--- src/rtl/vlen_fetch_pkg.sv ---
package vlen_fetch_pkg;
  localparam int BYTE_W = 8;
  localparam int WORD_W = 2 * BYTE_W;

  typedef logic [BYTE_W-1:0] byte_t;
  typedef logic [WORD_W-1:0] word_t;

  typedef enum logic [1:0] {
    FS_OP = 2'd0,
    FS_B1 = 2'd1,
    FS_B2 = 2'd2
  } fstate_t;

  typedef enum logic [1:0] {
    LEN_BAD = 2'd0,
    LEN_1   = 2'd1,
    LEN_2   = 2'd2,
    LEN_3   = 2'd3
  } ilen_t;

  // Opcode length table: group in the high nibble, index in the low.
  function automatic ilen_t op_len(byte_t op);
    ilen_t r;
    r = LEN_BAD;
    case (op[7:4])
      4'h0:      if (op[3:0] == 4'h0) r = LEN_1;
      4'h1:      if (op[3:0] < 4'h4)  r = LEN_3;
      4'h2:      if (op[3:0] < 4'h2)  r = LEN_3;
      4'h3, 4'h4: if (op[3:0] < 4'h4) r = LEN_2;
      4'h5:      if (op[3:0] < 4'h4)  r = LEN_1;
      4'h6:      if (op[3:0] < 4'h2)  r = LEN_1;
      default:   r = LEN_BAD;
    endcase
    return r;
  endfunction

  // Operands arrive high byte first.
  function automatic word_t join_be(byte_t hi, byte_t lo);
    return {hi, lo};
  endfunction

  function automatic word_t pc_step(word_t pc);
    return pc + word_t'(1);
  endfunction
endpackage

--- src/rtl/vf_opdec.sv ---
module vf_opdec
  import vlen_fetch_pkg::*;
(
  input  byte_t op,
  output ilen_t len,
  output logic  legal
);
  assign len   = op_len(op);
  assign legal = (len != LEN_BAD);
endmodule

--- src/rtl/vf_next_pc.sv ---
module vf_next_pc
  import vlen_fetch_pkg::*;
#(
  parameter word_t TRAP_VEC = 16'h0003,
  parameter word_t IRQ_VEC  = 16'h0006
) (
  input  word_t pc,
  input  logic  take_jmp,
  input  word_t jmp_addr,
  input  logic  take_irq,
  input  logic  take_trap,
  output word_t pc_nxt
);
  // Priority: jump, interrupt, trap, sequential.
  always_comb begin
    if (take_jmp)       pc_nxt = jmp_addr;
    else if (take_irq)  pc_nxt = IRQ_VEC;
    else if (take_trap) pc_nxt = TRAP_VEC;
    else                pc_nxt = pc_step(pc);
  end
endmodule

--- src/rtl/vf_assemble.sv ---
module vf_assemble
  import vlen_fetch_pkg::*;
(
  input  logic  clk,
  input  logic  rst_n,
  input  logic  cap_op,
  input  logic  cap_b1,
  input  logic  emit,
  input  logic  at_op,
  input  byte_t rdata,
  input  ilen_t cur_len,
  input  word_t pc,
  output ilen_t len_q,
  output logic  ins_valid,
  output byte_t ins_opcode,
  output ilen_t ins_len,
  output byte_t ins_imm8,
  output word_t ins_abs16,
  output word_t ins_pc
);
  byte_t op_q, b1_q;
  word_t pc0_q;
  ilen_t fin_len;

  assign fin_len = at_op ? cur_len : len_q;

  always_ff @(posedge clk or negedge rst_n) begin
    if (!rst_n) begin
      op_q       <= '0;
      b1_q       <= '0;
      pc0_q      <= '0;
      len_q      <= LEN_BAD;
      ins_valid  <= 1'b0;
      ins_opcode <= '0;
      ins_len    <= LEN_BAD;
      ins_imm8   <= '0;
      ins_abs16  <= '0;
      ins_pc     <= '0;
    end else begin
      ins_valid <= emit;
      if (cap_op) begin
        op_q  <= rdata;
        len_q <= cur_len;
        pc0_q <= pc;
      end
      if (cap_b1) b1_q <= rdata;
      if (emit) begin
        ins_opcode <= at_op ? rdata : op_q;
        ins_len    <= fin_len;
        ins_pc     <= at_op ? pc : pc0_q;
        ins_imm8   <= (fin_len == LEN_2) ? rdata : '0;
        ins_abs16  <= (fin_len == LEN_3) ? join_be(b1_q, rdata) : '0;
      end
    end
  end
endmodule

--- src/rtl/vlen_fetch.sv ---
module vlen_fetch
  import vlen_fetch_pkg::*;
#(
  parameter word_t RESET_VEC = 16'h0000,
  parameter word_t TRAP_VEC  = 16'h0003,
  parameter word_t IRQ_VEC   = 16'h0006
) (
  input  logic              clk,
  input  logic              rst_n,
  output logic [WORD_W-1:0] mem_addr,
  output logic              mem_rd,
  input  logic [BYTE_W-1:0] mem_rdata,
  input  logic              irq_req,
  input  logic              jmp_req,
  input  logic [WORD_W-1:0] jmp_addr,
  output logic              ins_valid,
  output logic [BYTE_W-1:0] ins_opcode,
  output logic [1:0]        ins_len,
  output logic [BYTE_W-1:0] ins_imm8,
  output logic [WORD_W-1:0] ins_abs16,
  output logic [WORD_W-1:0] ins_pc
);
  fstate_t state_q, state_d;
  word_t   pc_q, pc_d;
  logic    pend_q;
  ilen_t   cur_len, len_q, out_len;
  logic    cur_legal;

  // Named events, shared with the checker.
  logic at_boundary, take_jmp, take_irq, fetch_rd, take_trap, emit, cap_op, cap_b1;

  vf_opdec u_dec (.op(mem_rdata), .len(cur_len), .legal(cur_legal));

  assign at_boundary = (state_q == FS_OP);
  assign take_jmp    = jmp_req;
  assign take_irq    = !jmp_req && at_boundary && pend_q;
  assign fetch_rd    = !take_jmp && !take_irq;
  assign take_trap   = fetch_rd && at_boundary && !cur_legal;
  assign cap_op      = fetch_rd && at_boundary && cur_legal && (cur_len != LEN_1);
  assign cap_b1      = fetch_rd && (state_q == FS_B1) && (len_q == LEN_3);

  always_comb begin
    case (state_q)
      FS_OP:   emit = fetch_rd && cur_legal && (cur_len == LEN_1);
      FS_B1:   emit = fetch_rd && (len_q == LEN_2);
      FS_B2:   emit = fetch_rd;
      default: emit = 1'b0;
    endcase
  end

  always_comb begin
    if (!fetch_rd || take_trap || emit) state_d = FS_OP;
    else if (cap_op)                    state_d = FS_B1;
    else if (cap_b1)                    state_d = FS_B2;
    else                                state_d = state_q;
  end

  vf_next_pc #(.TRAP_VEC(TRAP_VEC), .IRQ_VEC(IRQ_VEC)) u_npc (
    .pc(pc_q), .take_jmp(take_jmp), .jmp_addr(jmp_addr),
    .take_irq(take_irq), .take_trap(take_trap), .pc_nxt(pc_d)
  );

  always_ff @(posedge clk or negedge rst_n) begin
    if (!rst_n) begin
      state_q <= FS_OP;
      pc_q    <= RESET_VEC;
      pend_q  <= 1'b0;
    end else begin
      state_q <= state_d;
      pc_q    <= pc_d;
      pend_q  <= irq_req || (pend_q && !take_irq);
    end
  end

  vf_assemble u_asm (
    .clk(clk), .rst_n(rst_n), .cap_op(cap_op), .cap_b1(cap_b1), .emit(emit),
    .at_op(at_boundary), .rdata(mem_rdata), .cur_len(cur_len), .pc(pc_q),
    .len_q(len_q), .ins_valid(ins_valid), .ins_opcode(ins_opcode),
    .ins_len(out_len), .ins_imm8(ins_imm8), .ins_abs16(ins_abs16), .ins_pc(ins_pc)
  );

  assign ins_len  = out_len;
  assign mem_addr = pc_q;
  assign mem_rd   = fetch_rd;
endmodule

--- config.mk ---
export PLATFORM = sky130hd
export DESIGN_NAME = vlen_fetch
export DESIGN_NICKNAME = d
export VERILOG_FILES = /design/src/rtl/vlen_fetch_pkg.sv /design/src/rtl/vf_opdec.sv /design/src/rtl/vf_next_pc.sv /design/src/rtl/vf_assemble.sv /design/src/rtl/vlen_fetch.sv
export SDC_FILE = /design/constraint.sdc
export NUM_CORES = 1
export LEC_CHECK = 0
export BUFFER_PORTS_ARGS = -buffer_cell sky130_fd_sc_hd__buf_2
export CAP_MARGIN = 5
export CORE_ASPECT_RATIO = 0.7
export CORE_UTILIZATION = 25
export DETAILED_ROUTE_END_ITERATION = 16
export SYNTH_ARGS = -nofsm -noshare
export SYNTH_HDL_FRONTEND = slang
export SYNTH_SLANG_ARGS = --single-unit
--- constraint.sdc ---
create_clock -name clk -period 4.8 [get_ports clk]
set_input_delay 0.96 -clock clk [delete_from_list [all_inputs] [get_ports clk]]
set_output_delay 0.96 -clock clk [all_outputs]
set_load 0.1 [all_outputs]
==> tab_implementation.tex, run 1 <==
\begin{tabular}{lr}
\hline
Metric & Value \\
\hline
\multicolumn{2}{l}{\textbf{Floorplan}} \\
Placeable core region & approximately 17000 sq um \\
Die X-Extent & 163.3 microns \\
Die span in y & approximately 110 microns \\
Die area & between 15000 and 20000 sq um \\
Number of core rows & 40 \\
Starting density of the core & 0.2607 \\
Count of boundary I/O pins & between 90 and 100 \\
\multicolumn{2}{l}{\textbf{Synth}} \\
Count of warnings emitted by yosys & 0 \\
Area share of the largest cell type after synthesis & 0.5714 \\
Library cells used by synthesis & 41 \\
Leading cell types by total area after synthesis & sky130\_fd\_sc\_hd\_\_dfrtp\_1 57\%, sky130\_fd\_sc\_hd\_\_nand2\_1 7.7\%, sky130\_fd\_sc\_hd\_\_o21ai\_0 7.3\% \\
Number of nets produced by synthesis & roughly 460 \\
Seq/Total Area, Yosys & 0.5714 \\
Fraction of registers with async set/reset & 1.000 \\
Number of enable-type register cells in the synthesized netlist & 0 \\
Post-Syn Instances & $\sim$430 \\
Synth Cell Area & approximately 4600 sq um \\
Register bit total from synthesis & $\sim$100 \\
Average footprint of a synthesized cell & between 10 and 15 sq um \\
Yosys top cell by area & sky130\_fd\_sc\_hd\_\_dfrtp\_1 \\
Leading register cell type out of synthesis & sky130\_fd\_sc\_hd\_\_dfrtp\_1 \\
\multicolumn{2}{l}{\textbf{Placement}} \\
Final HPWL from detailed placement & about 8500 microns \\
Placed standard-cell area & $\sim$5300 sq um \\
Number of placed cells counting well taps & between 700 and 800 \\
Count of buffers inserted at the top-level ports & between 90 and 100 \\
Placer's final routability congestion estimate & 0.7767 \\
\multicolumn{2}{l}{\textbf{Power and ir drop}} \\
Power per standard cell area & between 400 and 500 nW/um\^{}2 \\
Max IR drop VDD & between 150 and 200 uV \\
LEAKAGE & about 0.0027 uW \\
\multicolumn{2}{l}{\textbf{CTS}} \\
Hold-fix buffer count after cts & 0 \\
TritonCTS clock tree & done \\
Cell at the root of the clock tree & sky130\_fd\_sc\_hd\_\_clkbuf\_16 \\
Clock-pin transition on the worst setup and hold timing paths & 70 ps \\
Setup Fix Bufs, Post-CTS & 0 \\
Htree depth & 3 \\
Cts bufs inserted & 9 \\
Number of clock sinks & between 100 and 150 \\
CTS-repair resized insts & 0 \\
Clk Latency, worst-skew pair & around 350 ps \\
Max Root-Sink Buffers & 2 \\
\multicolumn{2}{l}{\textbf{GRT}} \\
Maximum number of pins on one net before global-route repair & between 70 and 80 \\
GRT Total Usage & 0.1347 \\
Remaining global-route overflow & 0 \\
Number of global-route vias before repair & between 3000 and 4000 \\
First-pass GRT wire length & about 19000 microns \\
Antenna violations before repair & 0 \\
\multicolumn{2}{l}{\textbf{Timing}} \\
Actual transition at the worst max-transition pin & between 900 and 1000 ps \\
Tightest slew margin relative to the limit & 0.3821 \\
Max-slew violation count & 0 \\
Setup TNS & 0 ps \\
Count of final setup violators & 0 \\
Minimum period implied by the final worst setup slack & between 3000 and 4000 ps \\
Final Hold Fails & 0 \\
Unrepaired setup endpoints after global routing & false \\
Fmax & 327.0 MHz \\
Share of the cycle needed by the critical path after routing & 0.6372 \\
Worst clock skew & about 10 ps \\
\multicolumn{2}{l}{\textbf{Detailed routing}} \\
Detailed-routing iteration count for the pre-antenna-repair pass & 4 \\
Starting DRC count in detailed routing & 183 \\
DRC violations left & 0 \\
Routed wirelength normalized by instance count & approximately 16 microns \\
Routed via count divided by cell count & $\sim$4.5 \\
Total vias in the final route & roughly 3400 \\
Aggregate routed wire length & roughly 12000 microns \\
Final ANT Viol Nets & 0 \\
\multicolumn{2}{l}{\textbf{Run status}} \\
Run status & finished, final reports clean \\
\multicolumn{2}{l}{\textbf{Setup path}} \\
Worst setup SP type & primary input \\
Critical-path maximum fanout & 23 \\
Worst setup path class & in -> out \\
Kind of end point of the critical path & output pin \\
Arrival time reported for the critical path endpoint & 2100 ps \\
Required arrival time at the worst endpoint & around 3800 ps \\
\multicolumn{2}{l}{\textbf{Layout}} \\
Layout cell share with drive strength beyond 1 & 0.2802 \\
Highest-count cells in the layout ignoring fill and taps & 104 x sky130\_fd\_sc\_hd\_\_dfrtp\_1, 94 x sky130\_fd\_sc\_hd\_\_buf\_2, 93 x sky130\_fd\_sc\_hd\_\_nand2\_1 \\
Most common cell after layout, fill and taps aside & sky130\_fd\_sc\_hd\_\_dfrtp\_1 \\
Filler-free cell count of the finished design & about 750 \\
Diode insertion count for antenna repair & 0 \\
Area grow syn2layout & 22.14\% \\
Number of nets in the layout & around 550 \\
Finished layout cell area & $\sim$5600 sq um \\
\multicolumn{2}{l}{\textbf{Job}} \\
Max cap viols & 0 \\
\multicolumn{2}{l}{\textbf{Hold path}} \\
Worst hold-check path type & reg -> reg \\
\hline
\end{tabular}
-- per-stage QoR --
stage          worst slack, ps  hold slack [ps]  total power [uW]    util
4_1_cts                   1758            482.0              2329  0.3185
2_1_floorplan             1157            457.4              1476       -
6_report                  1741            472.5              2299  0.3185
3_3_place_gp              1596            458.9              1600  0.3023
3_5_place_dp              1546            465.7              1611  0.3023
5_1_grt                   1719            509.0              2402  0.3185
-- worst paths after layout --
check | startpoint | to | slack, ps | cells after the start
worst max-delay path | jmp_req | mem_rd | 1740 | 3
worst min-delay path | u_asm.ins_imm8[3] | u_asm.ins_imm8[3] | 470 | 2
worst max register to register | state_q[1] | u_asm.ins_len[1] | 2140 | 5
worst min register to register | u_asm.ins_imm8[3] | u_asm.ins_imm8[3] | 470 | 2
max in group asynchronous | rst_n | u_asm.ins_imm8[2] | 3100 | 2
min in group asynchronous | rst_n | u_asm.pc0_q[8] | 730 | 1
-- layer usage --
layer,wire length (microns),GRT usage,up-vias,share of wire
met5,0,0,-,0
met4,166,0.03988,0,0.014
met2,5025,0.1921,104,0.42
li1,-,-,1635,-
met1,5491,0.1784,1636,0.46
met3,1252,0.06602,12,0.10
-- registers in the layout (all words and copies together), names as in the netlist --
signal and cells:
mem_addr 16, u_asm.ins_abs16 16, u_asm.ins_pc 16, u_asm.pc0_q 16, u_asm.b1_q 8, u_asm.ins_imm8 8
u_asm.ins_opcode 8, u_asm.op_q 8, state_q 2, u_asm.ins_len 2, u_asm.len_q 2, pend_q 1
u_asm.ins_valid 1
-- where the power goes --
| group | internal [uW] | switching, uW |
|---|---|---|
| clock network | 381 | 329 |
| logic | 95.4 | 478 |
| registers | 958 | 57.9 |
-- cell type report --
cell class / count / area, sq um
timing repair buffer: 103 / 538.0
clock inverter: 4 / 26.28
multi-input combinational: 294 / 1836
inverter: 4 / 15.01
tap: 231 / 289.0
sequential: 104 / 2603
clock buffer: 12 / 256.5
fill: 1800 / 11900
-- logic make-up (layout without fill, tap and decap cells) --
logic type      Yosys count  count (layout)  synth area share
compound gates           85              85            0.1025
xor+xnor                 14              14           0.02692
fa+ha+maj                 1               1          0.002747
buf+inv                  28             123           0.03022
flops                   104             104            0.5714
mux                      55              55            0.1291
simple gates            139             139            0.1371
-- synth_stat cells (3+ instances only) --
master	n
sky130_fd_sc_hd__clkbuf_1	8
sky130_fd_sc_hd__nor2b_1	6
sky130_fd_sc_hd__nand2_1	93
sky130_fd_sc_hd__mux2i_1	25
sky130_fd_sc_hd__buf_2	14
sky130_fd_sc_hd__mux2_1	10
sky130_fd_sc_hd__nand4_1	3
sky130_fd_sc_hd__xor2_1	12
sky130_fd_sc_hd__o21ai_1	3
sky130_fd_sc_hd__mux2_2	20
sky130_fd_sc_hd__dfrtp_1	104
sky130_fd_sc_hd__nor2_1	11
sky130_fd_sc_hd__nand2b_1	4
sky130_fd_sc_hd__a21oi_1	4
sky130_fd_sc_hd__nand3_1	9
sky130_fd_sc_hd__o21ai_0	66
sky130_fd_sc_hd__inv_1	4
-- worst max-delay path, stage by stage --
cell and delay (ps):
sky130_fd_sc_hd__buf_2 260, sky130_fd_sc_hd__a21oi_1 370, sky130_fd_sc_hd__buf_2 500
Power figures use the tool's default switching activity.
==> run 2, diff against run 1 <==
==> constraint.sdc (replaced) <==
create_clock -name clk -period 2.5 [get_ports clk]
set_input_delay 0.5 -clock clk [delete_from_list [all_inputs] [get_ports clk]]
set_output_delay 0.5 -clock clk [all_outputs]
set_load 0.1 [all_outputs]
==> run 2 against run 1 <==
Against the previous run:
- power is 100% higher
- clock-buffer cell count is 1 lower
- clock skew is 2.9 ps lower
- wire length is 0.70% lower
- clock power is 120% higher
- critical path depth stayed put
- worst setup slack worse by 1300 ps
- hold slack worse by 310 ps
==> tab_implementation.tex, run 2 (synthesis results as in run 1) <==
\begin{tabular}{lr}
\hline
Metric & Value \\
\hline
\multicolumn{2}{l}{\textbf{Setup path}} \\
Crit path buffers/inverters & 1 \\
Worst setup path class & reg -> out \\
Critical-path maximum fanout & 6 \\
Required arrival time at the worst endpoint & 2000 ps \\
Critical path's slowest cell & sky130\_fd\_sc\_hd\_\_buf\_2 \\
Largest stage delay on the critical path & 460 ps \\
Crit. Startpoint & state\_q[1] \\
Kind of end point of the critical path & output pin \\
Cells along the critical path & nor2\_2, a21oi\_2, buf\_2 \\
Worst setup SP type & flip-flop \\
Arrival time reported for the critical path endpoint & 1540 ps \\
CP delay by family, top & buffers and inverters \\
Start of the worst register-to-register path & state\_q[1] \\
\multicolumn{2}{l}{\textbf{Layout}} \\
Filler-free cell count of the finished design & 757 \\
Layout cell share with drive strength beyond 1 & 0.2909 \\
Area of combinational cells with multiple inputs & between 1500 and 2000 sq um \\
Storage cell area & between 2000 and 3000 sq um \\
Diode insertion count for antenna repair & 0 \\
Area grow syn2layout & 24.67\% \\
Most common cell after layout, fill and taps aside & sky130\_fd\_sc\_hd\_\_dfrtp\_1 \\
Highest-count cells in the layout ignoring fill and taps & 104 x sky130\_fd\_sc\_hd\_\_dfrtp\_1, 94 x sky130\_fd\_sc\_hd\_\_buf\_2, 93 x sky130\_fd\_sc\_hd\_\_nand2\_1 \\
Number of nets in the layout & 550 \\
Filler cells & roughly 1800 \\
\multicolumn{2}{l}{\textbf{CTS}} \\
Htree depth & 3 \\
Hold-fix buffer count after cts & 0 \\
TritonCTS clock tree & done \\
Clk Latency, worst-skew pair & approximately 350 ps \\
Setup Fix Bufs, Post-CTS & 0 \\
CTS-repair resized insts & 0 \\
Cts bufs inserted & 9 \\
Clock-pin transition on the worst setup and hold timing paths & 70 ps \\
Number of clock sinks & 104 \\
Cell at the root of the clock tree & sky130\_fd\_sc\_hd\_\_clkbuf\_16 \\
Max Root-Sink Buffers & 2 \\
\multicolumn{2}{l}{\textbf{Timing}} \\
Max-slew violation count & 0 \\
Actual transition at the worst max-transition pin & 717.7 ps \\
Setup TNS & 0 ps \\
Hold Worst Slack & $\sim$160 ps \\
Count of final setup violators & 0 \\
Final Hold Fails & 0 \\
Minimum period implied by the final worst setup slack & between 2000 and 2500 ps \\
Fmax & between 400 and 500 MHz \\
Share of the cycle needed by the critical path after routing & 0.8143 \\
Tightest slew margin relative to the limit & 0.5201 \\
Unrepaired setup endpoints after global routing & false \\
Worst clock skew & approximately 7.5 ps \\
\multicolumn{2}{l}{\textbf{Detailed routing}} \\
Routed via count divided by cell count & 4.498 \\
Total vias in the final route & 3405 \\
Detailed-routing iteration count for the pre-antenna-repair pass & 5 \\
Final ANT Viol Nets & 0 \\
Starting DRC count in detailed routing & approximately 220 \\
DRC violations left & 0 \\
Aggregate routed wire length & around 12000 microns \\
Routed wirelength normalized by instance count & between 15 and 20 microns \\
\multicolumn{2}{l}{\textbf{Job}} \\
Max cap viols & 0 \\
\multicolumn{2}{l}{\textbf{Placement}} \\
Count of buffers inserted at the top-level ports & 95 \\
Final HPWL from detailed placement & 8578 microns \\
Placer's final routability congestion estimate & 0.7544 \\
Number of placed cells counting well taps & 741 \\
\multicolumn{2}{l}{\textbf{Floorplan}} \\
Die span in y & roughly 110 microns \\
Placeable core region & 17470 sq um \\
Number of core rows & 40 \\
Die area & 18770 sq um \\
Starting density of the core & 0.2607 \\
Die X-Extent & $\sim$160 microns \\
Count of boundary I/O pins & 96 \\
\multicolumn{2}{l}{\textbf{GRT}} \\
Number of global-route vias before repair & between 3000 and 4000 \\
First-pass GRT wire length & between 15000 and 20000 microns \\
Remaining global-route overflow & 0 \\
GRT Total Usage & 0.1316 \\
Maximum number of pins on one net before global-route repair & between 70 and 80 \\
Antenna violations before repair & 0 \\
\multicolumn{2}{l}{\textbf{Power and ir drop}} \\
Switching Fraction & 0.3582 \\
Internal power & $\sim$3000 uW \\
Net load switching power & 1651 uW \\
Overall power consumption & $\sim$4600 uW \\
LEAKAGE & 0.002799 uW \\
Combinational share of power & 0.240 \\
Reg power frac & 0.424 \\
Power per standard cell area & around 810 nW/um\^{}2 \\
Max IR drop VDD & about 260 uV \\
Proportion of power drawn by the clock network & 0.336 \\
\multicolumn{2}{l}{\textbf{Run status}} \\
Run status & finished, final reports clean \\
\multicolumn{2}{l}{\textbf{Hold path}} \\
Worst hold-check path type & in -> async \\
\hline
\end{tabular}
run 2: cell count changes in the layout (fill, tap and decap cells not counted), sizes merged:
cell | previous run | this run
buf | 103 | 108
bufinv | 0 | 2
clkbuf | 12 | 11
clkinv | 2 | 3
clkinvlp | 1 | 0
inv | 5 | 4
run 2: area by class of cell:
class / instances / area share
Clock inverter: 5 / 0.01388
Multi-Input combinational cell: 294 / 0.3239
Tap cell: 231 / 0.05090
Clock buffer: 11 / 0.04451
Sequential cell: 104 / 0.4584
Inverter: 4 / 0.002644
Timing Repair Buffer: 108 / 0.1058
run 2: path summary, 6_finish.rpt:
path	end	cells past startpoint	slack, ps
max	mem_rd	3	460
max reg2reg	u_asm.ins_imm8[0]	6	500
min reg2reg	u_asm.ins_pc[0]	2	470
min	mem_addr[8]	1	160
max in group asynchronous	u_asm.ins_abs16[13]	2	1630
min in group clk	mem_addr[4]	3	360
run 2: metal layers:
layer	track usage	share of wire	wire (microns)	up-vias
li1	-	-	-	1645
met1	0.1859	0.51	6011	1649
met2	0.1850	0.41	4879	92
met3	0.03968	0.061	727	19
met4	0.05607	0.020	234	0
met5	0	0	0	-
run 2: power by group through the flow:
stage / combinational [uW] / sequential [uW] / clock [uW]
after global routing: 1160 / 1980 / 1650
after CTS: 1110 / 1960 / 1590
after detailed placement: 1110 / 1990 / 0
after floorplan: 187 / 2650 / 0
final: 1100 / 1960 / 1550
after global placement: 1100 / 1980 / 0
run 2: worst register-to-register path: stages (launching register included):
cell and delay [ps]:
sky130_fd_sc_hd__dfrtp_1 440, sky130_fd_sc_hd__nor2_2 190, sky130_fd_sc_hd__buf_4 210, sky130_fd_sc_hd__nand2_1 150
sky130_fd_sc_hd__o32ai_1 640, sky130_fd_sc_hd__nand2_1 120, sky130_fd_sc_hd__o21ai_0 180
run 2: stage by stage:
step / setup slack [ps] / instance area, sq um / utilization
2_1_floorplan: 369.1 / 4558 / -
3_3_place_gp: 212.2 / 5346 / 0.3061
3_5_place_dp: 132.4 / 5346 / 0.3061
4_1_cts: 447.5 / 5678 / 0.3251
5_1_grt: 308.4 / 5678 / 0.3251
6_report: 464.3 / 5678 / 0.3251
==> run 3, diff against run 2 <==
==> constraint.sdc (replaced) <==
create_clock -name clk -period 2.1 [get_ports clk]
set_input_delay 0.42 -clock clk [delete_from_list [all_inputs] [get_ports clk]]
set_output_delay 0.42 -clock clk [all_outputs]
set_load 0.1 [all_outputs]
==> run 3 against run 2 <==
Against the previous run:
- cell count up 1.2%
- sequential power rose by 18%
- die area stayed put
- sequential cell count unchanged
- clock power up 19%
- register-to-register slack got worse by 300 ps
- worst setup slack got worse by 360 ps
- largest cell class unchanged
==> tab_implementation.tex, run 3 (synthesis results as in run 1) <==
\begin{tabular}{lr}
\hline
Metric & Value \\
\hline
\multicolumn{2}{l}{\textbf{Layout}} \\
Area grow syn2layout & 27.50\% \\
Layout cell share with drive strength beyond 1 & 0.3065 \\
Diode insertion count for antenna repair & 0 \\
Highest-count cells in the layout ignoring fill and taps & 101 x sky130\_fd\_sc\_hd\_\_dfrtp\_1, 93 x sky130\_fd\_sc\_hd\_\_nand2\_1, 93 x sky130\_fd\_sc\_hd\_\_buf\_2 \\
Most common cell after layout, fill and taps aside & sky130\_fd\_sc\_hd\_\_dfrtp\_1 \\
Number of nets in the layout & 559 \\
\multicolumn{2}{l}{\textbf{GRT}} \\
Number of global-route vias before repair & around 3400 \\
GRT Total Usage & 0.1302 \\
First-pass GRT wire length & approximately 19000 microns \\
Maximum number of pins on one net before global-route repair & between 50 and 60 \\
Antenna violations before repair & 0 \\
Remaining global-route overflow & 0 \\
\multicolumn{2}{l}{\textbf{Job}} \\
Max cap viols & 0 \\
\multicolumn{2}{l}{\textbf{Timing}} \\
Count of final setup violators & 0 \\
Hold Worst Slack & roughly 26 ps \\
Max-slew violation count & 0 \\
Final Hold Fails & 0 \\
Minimum period implied by the final worst setup slack & between 1500 and 2000 ps \\
Actual transition at the worst max-transition pin & $\sim$600 ps \\
Tightest slew margin relative to the limit & 0.5973 \\
Unrepaired setup endpoints after global routing & false \\
Worst clock skew & around 6.7 ps \\
Share of the cycle needed by the critical path after routing & 0.9519 \\
Fmax & 500.2 MHz \\
Setup TNS & 0 ps \\
\multicolumn{2}{l}{\textbf{Power and ir drop}} \\
Max IR drop VDD & between 300 and 400 uV \\
LEAKAGE & between 0.002 and 0.003 uW \\
Power per standard cell area & 948.2 nW/um\^{}2 \\
\multicolumn{2}{l}{\textbf{Floorplan}} \\
Die area & about 19000 sq um \\
Die span in y & roughly 110 microns \\
Die X-Extent & 163.3 microns \\
Number of core rows & 40 \\
Starting density of the core & 0.2607 \\
Count of boundary I/O pins & 96 \\
Placeable core region & 17470 sq um \\
\multicolumn{2}{l}{\textbf{Setup path}} \\
Arrival time reported for the critical path endpoint & 1580 ps \\
Worst setup SP type & flip-flop \\
Critical-path maximum fanout & 20 \\
Worst setup path class & reg -> out \\
Kind of end point of the critical path & output pin \\
Required arrival time at the worst endpoint & $\sim$1700 ps \\
\multicolumn{2}{l}{\textbf{CTS}} \\
Number of clock sinks & $\sim$100 \\
Max Root-Sink Buffers & 2 \\
Cts bufs inserted & 9 \\
Setup Fix Bufs, Post-CTS & 0 \\
Hold-fix buffer count after cts & 0 \\
Cell at the root of the clock tree & sky130\_fd\_sc\_hd\_\_clkbuf\_16 \\
Clk Latency, worst-skew pair & 340 ps \\
Clock-pin transition on the worst setup and hold timing paths & around 70 ps \\
Htree depth & 3 \\
CTS-repair resized insts & 0 \\
TritonCTS clock tree & done \\
\multicolumn{2}{l}{\textbf{Detailed routing}} \\
Final ANT Viol Nets & 0 \\
Routed wirelength normalized by instance count & roughly 15 microns \\
Starting DRC count in detailed routing & between 200 and 250 \\
Detailed-routing iteration count for the pre-antenna-repair pass & 4 \\
Aggregate routed wire length & between 10000 and 15000 microns \\
Routed via count divided by cell count & around 4.5 \\
Total vias in the final route & around 3400 \\
DRC violations left & 0 \\
\multicolumn{2}{l}{\textbf{Placement}} \\
Final HPWL from detailed placement & between 8000 and 9000 microns \\
Placer's final routability congestion estimate & approximately 0.83 \\
Count of buffers inserted at the top-level ports & 95 \\
\multicolumn{2}{l}{\textbf{Hold path}} \\
Worst hold-check path type & in -> async \\
\multicolumn{2}{l}{\textbf{Run status}} \\
Run status & finished, final reports clean \\
\hline
\end{tabular}
[run 3: cell count changes in the layout (fill, tap and decap cells not counted)]
cell,previous run,this run
sky130_fd_sc_hd__dfrtp_2,0,3
sky130_fd_sc_hd__buf_12,2,6
sky130_fd_sc_hd__buf_6,0,1
sky130_fd_sc_hd__clkbuf_1,0,1
sky130_fd_sc_hd__buf_4,12,17
sky130_fd_sc_hd__buf_2,94,93
sky130_fd_sc_hd__clkinvlp_4,0,1
sky130_fd_sc_hd__clkinv_2,2,0
sky130_fd_sc_hd__dfrtp_1,104,101
[run 3: critical path, cell delays in order, from the launching register on]
cell                      delay [ps]
sky130_fd_sc_hd__dfrtp_1         440
sky130_fd_sc_hd__nor2_2          160
sky130_fd_sc_hd__buf_6           290
sky130_fd_sc_hd__a21oi_2         150
sky130_fd_sc_hd__buf_12          190
[run 3: power by group]
| group | switching [uW] | internal (uW) | total (uW) |
|---|---|---|---|
| Sequential | 131 | 2190 | 2320 |
| Combinational | 1100 | 240 | 1340 |
| Clock | 736 | 1110 | 1850 |
| Total | 1960 | 3540 | 5510 |
[run 3: worst paths after layout]
kind	startpoint	to	slack (ps)	cells past startpoint
worst min-delay path	rst_n	mem_addr[8]	30	1
worst min register to register	u_asm.ins_pc[3]	u_asm.ins_pc[3]	480	2
worst max register to register	u_asm.len_q[0]	u_asm.ins_pc[11]	200	6
max in group asynchronous	rst_n	mem_addr[0]	1500	2
min in group clk	jmp_addr[3]	mem_addr[3]	280	3
worst max-delay path	state_q[1]	mem_rd	100	4
[run 3: per-stage QoR]
step / setup WS (ps) / util / cell area, sq um / instances / total power, uW
final: 101.0 / 0.3325 / 5807 / 766 / 5506
after global routing: 10.22 / 0.3325 / 5807 / 766 / 5745
after CTS: 6.363 / 0.3322 / 5803 / 766 / 5583
after detailed placement: -47.93 / 0.3132 / 5470 / 750 / 3705
after global placement: 28.12 / 0.3132 / 5470 / 750 / 3684
after floorplan: 20.40 / - / 4562 / 426 / 3375
[run 3: cell type report]
cell class,instances,area (sq um)
clock buffers,12,256.5
multi-input cells,294,1839
fillers,1745,11660
repair buffers,117,724.4
inverters,4,15.01
well taps,231,289.0
flip-flops and latches,104,2606
clock inverters,4,76.32
[run 3: routing by layer]
layer | wire length [microns] | global-route usage
met4 | 135 | 0.03427
met1 | 5508 | 0.1746
met5 | 0 | 0
met2 | 4991 | 0.1898
met3 | 990 | 0.05736
